<file path="config.mk">
export PLATFORM = sky130hd
export DESIGN_NAME = shbus_enable_ctrl
export DESIGN_NICKNAME = d
export VERILOG_FILES = /design/src/rtl/shbus_pkg.sv /design/src/rtl/shbus_tick.sv /design/src/rtl/shbus_sync.sv /design/src/rtl/shbus_sampler.sv /design/src/rtl/shbus_ctrl.sv /design/src/rtl/shbus_enable_ctrl.sv
export SDC_FILE = /design/constraint.sdc
export NUM_CORES = 1
export LEC_CHECK = 0
export ABC_AREA = 1
export BUFFER_PORTS_ARGS = -buffer_cell sky130_fd_sc_hd__buf_4
export CAP_MARGIN = 30
export CORE_ASPECT_RATIO = 0.7
export CORE_MARGIN = 4
export CORE_UTILIZATION = 58
export DETAILED_ROUTE_END_ITERATION = 12
export HOLD_SLACK_MARGIN = 0.03
export PLACE_DENSITY = 0.83
export SLEW_MARGIN = 5
export SYNTH_ARGS = -nofsm -noshare
export SYNTH_HDL_FRONTEND = slang
export SYNTH_SLANG_ARGS = --single-unit
</file>
<file path="constraint.sdc">
create_clock -name clk -period 1.8 [get_ports clk]
set_input_delay 0.09 -clock clk [delete_from_list [all_inputs] [get_ports clk]]
set_output_delay 0.09 -clock clk [all_outputs]
set_load 0.1 [all_outputs]
</file>
<file path="src/rtl/shbus_pkg.sv">
package shbus_pkg;

    // Event produced by one periodic sample of the enable level
    typedef enum logic [1:0] {
        EV_NONE = 2'd0,
        EV_INIT = 2'd1,
        EV_RISE = 2'd2,
        EV_FALL = 2'd3
    } samp_ev_e;

    typedef struct packed {
        samp_ev_e ev;
        logic     level;
        logic     primed;
    } samp_s;

    typedef struct packed {
        logic bus_on;
        logic link_on;
        logic lowpwr;
    } drv_state_s;

    localparam drv_state_s DRV_RESET = '{bus_on: 1'b0, link_on: 1'b0, lowpwr: 1'b0};
    localparam samp_s      SAMP_RESET = '{ev: EV_NONE, level: 1'b0, primed: 1'b0};

    function automatic drv_state_s state_from_level(input logic lvl);
        drv_state_s r;
        r.bus_on  = lvl;
        r.link_on = lvl;
        r.lowpwr  = ~lvl;
        return r;
    endfunction

    function automatic samp_ev_e classify(input logic primed, input logic prev,
                                          input logic cur);
        if (!primed)            return EV_INIT;
        else if (!prev && cur)  return EV_RISE;
        else if (prev && !cur)  return EV_FALL;
        else                    return EV_NONE;
    endfunction

endpackage

</file>
<file path="src/rtl/shbus_tick.sv">
module shbus_tick #(
    parameter int unsigned TICK_CYCLES = 800_000
) (
    input  logic clk,
    input  logic rst,
    output logic tick
);
    localparam int unsigned CW = (TICK_CYCLES > 2) ? $clog2(TICK_CYCLES) : 1;
    localparam logic [CW-1:0] LAST = CW'(TICK_CYCLES - 1);

    logic [CW-1:0] cnt;

    initial assert (TICK_CYCLES >= 2) else $error("TICK_CYCLES must be at least 2");

    always_ff @(posedge clk) begin
        if (rst)               cnt <= '0;
        else if (cnt == LAST)  cnt <= '0;
        else                   cnt <= cnt + 1'b1;
    end

    assign tick = (cnt == LAST);

    // samples are spaced, never on back-to-back cycles
    p_tick_spaced_r2: assert property (@(posedge clk) disable iff (rst)
        tick |=> !tick);
endmodule

</file>
<file path="src/rtl/shbus_sync.sv">
module shbus_sync #(
    parameter int unsigned STAGES = 2
) (
    input  logic clk,
    input  logic rst,
    input  logic d,
    output logic q
);
    logic [STAGES-1:0] sh;

    generate
        for (genvar i = 0; i < STAGES; i++) begin : g_stage
            if (i == 0) begin : g_first
                always_ff @(posedge clk) begin
                    if (rst) sh[0] <= 1'b0;
                    else     sh[0] <= d;
                end
            end else begin : g_next
                always_ff @(posedge clk) begin
                    if (rst) sh[i] <= 1'b0;
                    else     sh[i] <= sh[i-1];
                end
            end
        end
    endgenerate

    assign q = sh[STAGES-1];
endmodule

</file>
<file path="src/rtl/shbus_sampler.sv">
module shbus_sampler
    import shbus_pkg::*;
(
    input  logic  clk,
    input  logic  rst,
    input  logic  tick,
    input  logic  lvl,
    output samp_s samp
);
    always_ff @(posedge clk) begin
        if (rst) begin
            samp <= SAMP_RESET;
        end else if (tick) begin
            samp.ev     <= classify(samp.primed, samp.level, lvl);
            samp.level  <= lvl;
            samp.primed <= 1'b1;
        end else begin
            samp.ev <= EV_NONE;
        end
    end

    // an edge event agrees with the level it was taken from
    p_rise_level_r2: assert property (@(posedge clk) disable iff (rst)
        (samp.ev == EV_RISE) |-> samp.level);
    p_fall_level_r2: assert property (@(posedge clk) disable iff (rst)
        (samp.ev == EV_FALL) |-> !samp.level);
    // an event lasts one cycle only
    p_event_single_r2: assert property (@(posedge clk) disable iff (rst)
        (samp.ev != EV_NONE) |=> (samp.ev == EV_NONE));
endmodule

</file>
<file path="src/rtl/shbus_ctrl.sv">
module shbus_ctrl
    import shbus_pkg::*;
(
    input  logic       clk,
    input  logic       rst,
    input  samp_s      samp,
    input  logic       cfg_gate,
    input  logic       ext_suspend,
    output drv_state_s st,
    output logic       soft_rst,
    output logic       wake
);
    logic relink;
    assign relink = cfg_gate && samp.primed && st.bus_on && !st.link_on && !ext_suspend;

    always_ff @(posedge clk) begin
        if (rst) begin
            st       <= DRV_RESET;
            soft_rst <= 1'b0;
            wake     <= 1'b0;
        end else begin
            soft_rst <= 1'b0;
            wake     <= 1'b0;
            case (samp.ev)
                EV_INIT: st <= state_from_level(samp.level);
                EV_FALL: begin
                    st.bus_on  <= 1'b0;
                    st.link_on <= 1'b0;
                    st.lowpwr  <= 1'b1;
                    if (cfg_gate && ext_suspend) wake <= 1'b1;
                end
                EV_RISE: begin
                    st.bus_on <= 1'b1;
                    st.lowpwr <= 1'b0;
                    if (cfg_gate && ext_suspend) wake <= 1'b1;
                end
                default: begin
                    if (relink) begin
                        st.link_on <= 1'b1;
                        soft_rst   <= 1'b1;
                    end
                end
            endcase
        end
    end

    // the soft reset is a single-cycle pulse
    p_soft_single_r6: assert property (@(posedge clk) disable iff (rst)
        soft_rst |=> !soft_rst);
    // the wake window is a single cycle
    p_wake_single_r7: assert property (@(posedge clk) disable iff (rst)
        wake |=> !wake);
    // a reconnect only follows a sample at level 1
    p_relink_level_r8: assert property (@(posedge clk) disable iff (rst)
        soft_rst |-> samp.level);
endmodule

</file>
<file path="src/rtl/shbus_enable_ctrl.sv">
module shbus_enable_ctrl
    import shbus_pkg::*;
#(
    parameter int unsigned TICK_CYCLES = 800_000,
    parameter int unsigned SYNC_STAGES = 2
) (
    input  logic clk,
    input  logic rst,
    input  logic en_pin,
    input  logic cfg_gate,
    input  logic ext_suspend,
    output logic bus_oe,
    output logic link_connect,
    output logic lowpwr_req,
    output logic soft_rst_pulse,
    output logic wake_req
);
    logic       en_sync;
    logic       tick;
    samp_s      samp;
    drv_state_s st;

    shbus_sync #(.STAGES(SYNC_STAGES)) u_sync (
        .clk (clk),
        .rst (rst),
        .d   (en_pin),
        .q   (en_sync)
    );

    shbus_tick #(.TICK_CYCLES(TICK_CYCLES)) u_tick (
        .clk  (clk),
        .rst  (rst),
        .tick (tick)
    );

    shbus_sampler u_samp (
        .clk  (clk),
        .rst  (rst),
        .tick (tick),
        .lvl  (en_sync),
        .samp (samp)
    );

    shbus_ctrl u_ctrl (
        .clk         (clk),
        .rst         (rst),
        .samp        (samp),
        .cfg_gate    (cfg_gate),
        .ext_suspend (ext_suspend),
        .st          (st),
        .soft_rst    (soft_rst_pulse),
        .wake        (wake_req)
    );

    // Configuration gate masks the whole release mechanism
    assign bus_oe       = !cfg_gate || st.bus_on;
    assign link_connect = !cfg_gate || st.link_on;
    assign lowpwr_req   = cfg_gate && st.lowpwr;

    // low power never coexists with a driven bus
    p_lowpwr_hiz_r4: assert property (@(posedge clk) disable iff (rst)
        lowpwr_req |-> !bus_oe);
    // the link is only up while the bus is driven
    p_link_needs_bus_r6: assert property (@(posedge clk) disable iff (rst)
        link_connect |-> bus_oe);
    // gate clear means no pulses on the next cycle
    p_gate_quiet_r3: assert property (@(posedge clk) disable iff (rst)
        !cfg_gate |=> (!soft_rst_pulse && !wake_req));
    // no soft reset while another suspend cause was active
    p_susp_no_reset_r7: assert property (@(posedge clk) disable iff (rst)
        soft_rst_pulse |-> !$past(ext_suspend));
endmodule

</file>
# Yosys cells after proc, flatten, opt, wreduce, memory -nomap -nowiden
# Cells that the tools add are included.
[word_totals] output_inout_bits=5 inputBits=5 wordCells=55 ff_bits=31
[classes] n_eq_ne=4 add_sub_neg=1 n_reduce_logical=24 muxes=9 bitwise=5
[op_table] op="20-bit by 1-bit adder with 20-bit output, second input constant" count=1
[op_table] op="20-bit equality test, second input constant" count=1
[op_table] op="1-bit case mux with 3 select lines" count=3
[op_table] op="1-bit logical AND" count=8
[op_table] op="2-bit OR reduction" count=4
[op_table] op="3-bit nonzero test" count=2
[op_table] op="1-bit logical NOT" count=5
[op_table] op="1-bit NOT" count=5
[op_table] op="2-bit equality test, second input constant" count=2
[op_table] op="1-bit 2-to-1 mux" count=4
[op_table] op="2-bit 2-to-1 mux" count=2
[op_table] op="4-bit OR reduction" count=1
[op_table] op="3-bit OR reduction" count=1
[op_table] op="2-bit by 1-bit equality test with 1-bit output, second input constant" count=1
[op_table] op="1-bit logical OR" count=2
[op_table] op="2-bit AND reduction" count=1

# Longest topological paths before layout
[logic_depth] ltp_word=6 depth_mapped=9 ltp_nobuf=9

# Cells and area by module
# Synthesis repeated with hierarchy kept, for this count alone.
[hier_totals] hier_cells=206 area_unflattened_um2=1460.2
[by_module_without_submodules] module="shbus_tick" cells_each=151 instances=1 area_per_inst_um2=1031.0 seq_area_each_um2=400.4
[by_module_without_submodules] module="shbus_ctrl" cells_each=25 instances=1 area_per_inst_um2=198.9 seq_area_each_um2=100.1
[by_module_without_submodules] module="shbus_sampler" cells_each=18 instances=1 area_per_inst_um2=152.6 seq_area_each_um2=80.1
[by_module_without_submodules] module="shbus_sync" cells_each=6 instances=1 area_per_inst_um2=55.1 seq_area_each_um2=40.0
[by_module_without_submodules] module="shbus_enable_ctrl" cells_each=6 instances=1 area_per_inst_um2=22.5 seq_area_each_um2=0.0

# Worst setup path after synthesis
# No wires, ideal clock.
[synth_path] path_kind="reg-to-reg" from="reg u_ctrl.st[1] (netlist name)" to="reg u_ctrl.st[1] (netlist name)" path_stages_with_launch=6 period_less_slack_ps=1543 setup_ps=70 setup_slack_ps=257 required_ps=1730 n_path_buf=0 arrival_time_ps=1473 cell_sequence="dfxtp_1 > inv_1 > nand2_1 > nor4_1 > nand2_1 > a21oi_1"
[synth_between] elab_chain_len=5
[synth_rtl] element="1-bit logical NOT" line="shbus_ctrl.sv:14" source="assign relink = cfg_gate && samp.primed && st.bus_on && !st.link_on && !ext_suspend;"
[synth_rtl] element="1-bit logical AND (2 in a row)" line="shbus_ctrl.sv:14"
[synth_rtl] element="3-bit nonzero test (no line)"
[synth_rtl] element="2-bit AND reduction (no line)"
# Every way passes these cells.
# A chain may end at the register's enable or synchronous reset.

# Worst setup path after layout
[layout_path] from="reg u_tick.cnt[0]" to="reg u_tick.cnt[19]"
[layout_between] elab_chain_len=2 elab_cells_between_ends=3 classes_between="1 x add/sub; 1 x eq/ne; 1 x reduce/logical"
[layout_rtl] element="from (decl)" line="shbus_tick.sv:11" source="logic [CW-1:0] cnt;"
[layout_rtl] element="from (signal assigned)" line="shbus_tick.sv:18" source="else cnt <= cnt + 1'b1;"
[layout_rtl] element="parallel branches: the longest is 2 deep, another holds 20-bit by 1-bit adder with 20-bit output"
# Parallel ways; which one is timed is not known.

==> summary.txt <==
Run status
  • Status: completed

Setup path
  • Worst Setup Start Kind: flip-flop
  • Max incr delay on CP: around 0.4 ns
  • CP Cell Sequence: ha_1 > nand2_2 > nor2_2 > nand2_2 > inv_2 > nand3_4 > nand2_4 > a21oi_1
  • Reg2Reg Depth: 8
  • CP arrival: about 1.8 ns
  • Req. time, crit path: slightly above 2 ns
  • Worst r2r dst: u_tick.cnt[19]$_SDFF_PP0_
  • Critical Path End Type: flip-flop
  • Crit path top cell by count: nand2_2
  • Crit path max-delay family: simple AND/OR/NAND/NOR gates
  • R2R Path Start: u_tick.cnt[0]$_SDFF_PP0_
  • Critical path class: flip-flop to flip-flop
  • R2R Setup Slk: about 0.23 ns
  • CP bufs+invs: 1
  • CP max FO: 19
  • Slowest-stage cell, CP: dfxtp_1

Clock network
  • Num Clock Sinks: 31
  • Clock Latency Late Sink: 0.36 ns
  • Root Buffer: clkbuf_4
  • Post-CTS setup buffers: 0
  • TritonCTS Buffers: 5
  • CTS tree: built
  • CTS clk-pin slew, worst paths: 0.11 ns
  • H-tree depth: 2
  • Clock Path Buffers: 2

Timing
  • Fmax: approximately 0.64 GHz
  • Max-slew violations: 0
  • Endpoints failing hold: 0
  • Layout Skew: between 0.015 and 0.02 ns
  • # setup viols final: 0
  • Tmin final: 1.57 ns
  • Worst Tran Pin Value: between 0.3 and 0.4 ns
  • Max_slew headroom: between 70 and 80%
  • Setup Total Neg Slack: 0 ns
  • Setup ws final: between 0.2 and 0.25 ns
  • Tcrit/Tclk final: between 80 and 90%
  • RSZ-0062 raised after global routing: no

GRT
  • Global route overflow: 0
  • Antenna violations before repair: 0
  • Gr usage total: between 20% and 30%
  • First-pass GRT wire length: approximately 5400 um
  • Pin count of the biggest net entering global routing: 20
  • Vias in the first global route: approximately 1200

Place
  • DP HPWL: about 2300 um
  • GP Congestion: between 0.9 and 1
  • Port bufs: 9
  • Placed cell area: 1550 um2
  • Pre-CTS WS: approximately 0.24 ns

Synth
  • Post-synth EDFFs: 0
  • Post-synth top area cell: dfxtp_1
  • Synthesized cell area: between 1000 and 1500 um2
  • Number of synthesis warnings: 0
  • Area share of the largest cell type after synthesis: a little over two fifths
  • Synth top area cells: dfxtp_1 (43%), nand2_1 (13%), nor2_1 (11%)
  • Post-synth top cells: nand2_1 (50), nor2_1 (43), dfxtp_1 (31)
  • Gate count of the mapped netlist: 210
  • Register area share after synthesis: 42.6%
  • Main flop type after synthesis: dfxtp_1
  • FFs w/ async S/R, synth: 0%
  • Mean Syn Cell Area: 6.94 um2
  • Count leader, synth: nand2_1
  • Unique masters post-synth: 22
  • Synthesized Nets: roughly 220
  • Post-synthesis register bit count: 31

Floorplanning
  • Core area: ~2300 um2
  • Die width: 67.9 um
  • I/O pins: 10
  • Starting Density: ~64%
  • Die H: ~50 um
  • Rows: 14
  • Die area: about 3400 um2

Power and ir drop
  • Power per Cell Area: 808 nW/um2
  • Pint: approximately 0.0010 W
  • Combinational fraction of design power: 4.8%
  • Sequential share of power: between 50% and 60%
  • IR drop worst, VDD: between 0.0009 and 0.001 V
  • Switch Pwr: approximately 0.00031 W
  • Clk network pwr share: about 44%
  • Switching Share: about 23%
  • Tot Pwr: 0.00135 W
  • Leak: around 0.6 nW

Routing
  • Detailed-route via count: roughly 1400
  • DR DRC count: 0
  • Initial DRT Pass Iterations: 5
  • Number of DRC markers in iteration 0: roughly 130
  • WL/cell: 12.1 um
  • Via density: approximately 5.3
  • Total wire length: 3170 um
  • Post-route ant nets: 0

Min path
  • Hold Crit Depth: 5
  • HP Class: input port to flip-flop
  • Hold path endpoint: u_ctrl.st[1]$_SDFFE_PP0P_
  • Hold Startpoint: cfg_gate

Final layout
  • FF+latch area: between 600 and 700 um2
  • Multi-input gate area: between 700 and 800 um2
  • Fin area: ~1700 um2
  • Ant. Diodes: 0
  • Area Growth Syn to Fin: 15.0%
  • Final core occ: ~74%
  • Layout cells sized above 1: 13.0%
  • FILL cells: 173
  • Nets@finish: between 200 and 250

Job
  • Max-Cap Viols: 0
==> registers in the layout (all words and copies together), names as in the netlist <==
name / cells
u_ctrl.st: 3
u_ctrl.soft_rst: 1
u_tick.cnt: 20
u_sync.sh: 1
u_sync.q: 1
u_samp.samp: 4
u_ctrl.wake: 1
==> metrics by stage <==
step,cells,hold slack [ns]
6_report,262,0.135
5_1_grt,262,0.197
4_1_cts,262,0.135
3_5_place_dp,250,0.301
3_3_place_gp,250,0.300
2_1_floorplan,210,0.159
==> worst min-delay path: stages <==
cell and delay (ns):
buf_4 0.13, nand2_1 0.08, nor4_1 0.05, nand2_1 0.05
a21oi_1 0.05
==> how the worst max path moves through the flow <==
stage,from,to,depth (start not counted)
after CTS,u_tick.cnt[0]$_SDFF_PP0_,u_tick.cnt[16]$_SDFF_PP0_,8
after detailed placement,u_tick.cnt[0]$_SDFF_PP0_,u_tick.cnt[10]$_SDFF_PP0_,8
final,u_tick.cnt[0]$_SDFF_PP0_,u_tick.cnt[19]$_SDFF_PP0_,8
after floorplan,u_ctrl.st[1]$_SDFFE_PP0P_,u_ctrl.st[1]$_SDFFE_PP0P_,5
after global routing,u_tick.cnt[0]$_SDFF_PP0_,u_tick.cnt[19]$_SDFF_PP0_,8
after global placement,u_tick.cnt[0]$_SDFF_PP0_,u_tick.cnt[10]$_SDFF_PP0_,8
==> cells by family (layout without fill, tap and decap cells) <==
logic type	after synthesis	after routing	share of synthesized area, %
AO/OA/AOI/OAI	14	14	5.07
XOR/XNOR	6	6	3.61
adder cells (fa/ha/maj)	2	2	1.72
buffers and inverters	28	48	7.99
flip-flops	31	31	42.6
AND/OR/NAND/NOR	129	129	39.0
==> placed cells by master, fill, tap and decap left out <==
cell and n:
clkbuf_8 1, buf_4 9, nand4_1 5, dlygate4sd3_1 4
nor3_1 5, nand2_2 3, bufinv_16 1, a21oi_1 11
ha_1 2, clkbuf_4 5, inv_2 3, nand3_1 13
dfxtp_1 31, xor2_1 3, nand3_4 1, clkinv_2 1
nand2_4 1, xnor2_1 3, nand2_1 50, and3_1 1
o21ai_0 2, a21oi_2 1, nor4_1 1, or2_0 2
inv_1 24, nor2_1 43, nor2_2 4
==> power by group through the flow <==
stage	logic [W]	clock network (W)	registers (W)
after floorplan	0.0000423	0	0.000714
after global placement	0.0000562	0	0.000715
after detailed placement	0.0000569	0	0.000715
after CTS	0.0000640	0.000582	0.000699
after global routing	0.0000725	0.000617	0.000701
final	0.0000656	0.000588	0.000700
==> per-layer routing <==
layer	vias to the layer above	track usage (%)	wire, um
met5	-	0	0
met4	0	9.24	43
met3	11	6.82	257
met2	51	31.3	1310
met1	633	29.1	1560
li1	701	-	-
==> area by class of cell <==
| cell class | instances | share of cell area, % |
|---|---|---|
| clock inverters | 2 | 2.09 |
| clock buffers | 6 | 3.06 |
| well taps | 32 | 2.39 |
| multi-input cells | 151 | 42.9 |
| repair buffers | 13 | 6.42 |
| inverters | 27 | 6.05 |
| flip-flops and latches | 31 | 37.0 |
==> timing repair <==
| item | in CTS | in global routing |
|---|---|---|
| resized for setup | 0 | 0 |
| hold buffers | 4 | 0 |
| endpoints found under the hold margin | 5 | 0 |
| endpoints found under the setup margin | 0 | 0 |
Note: power is estimated with default switching activity, not from simulation.
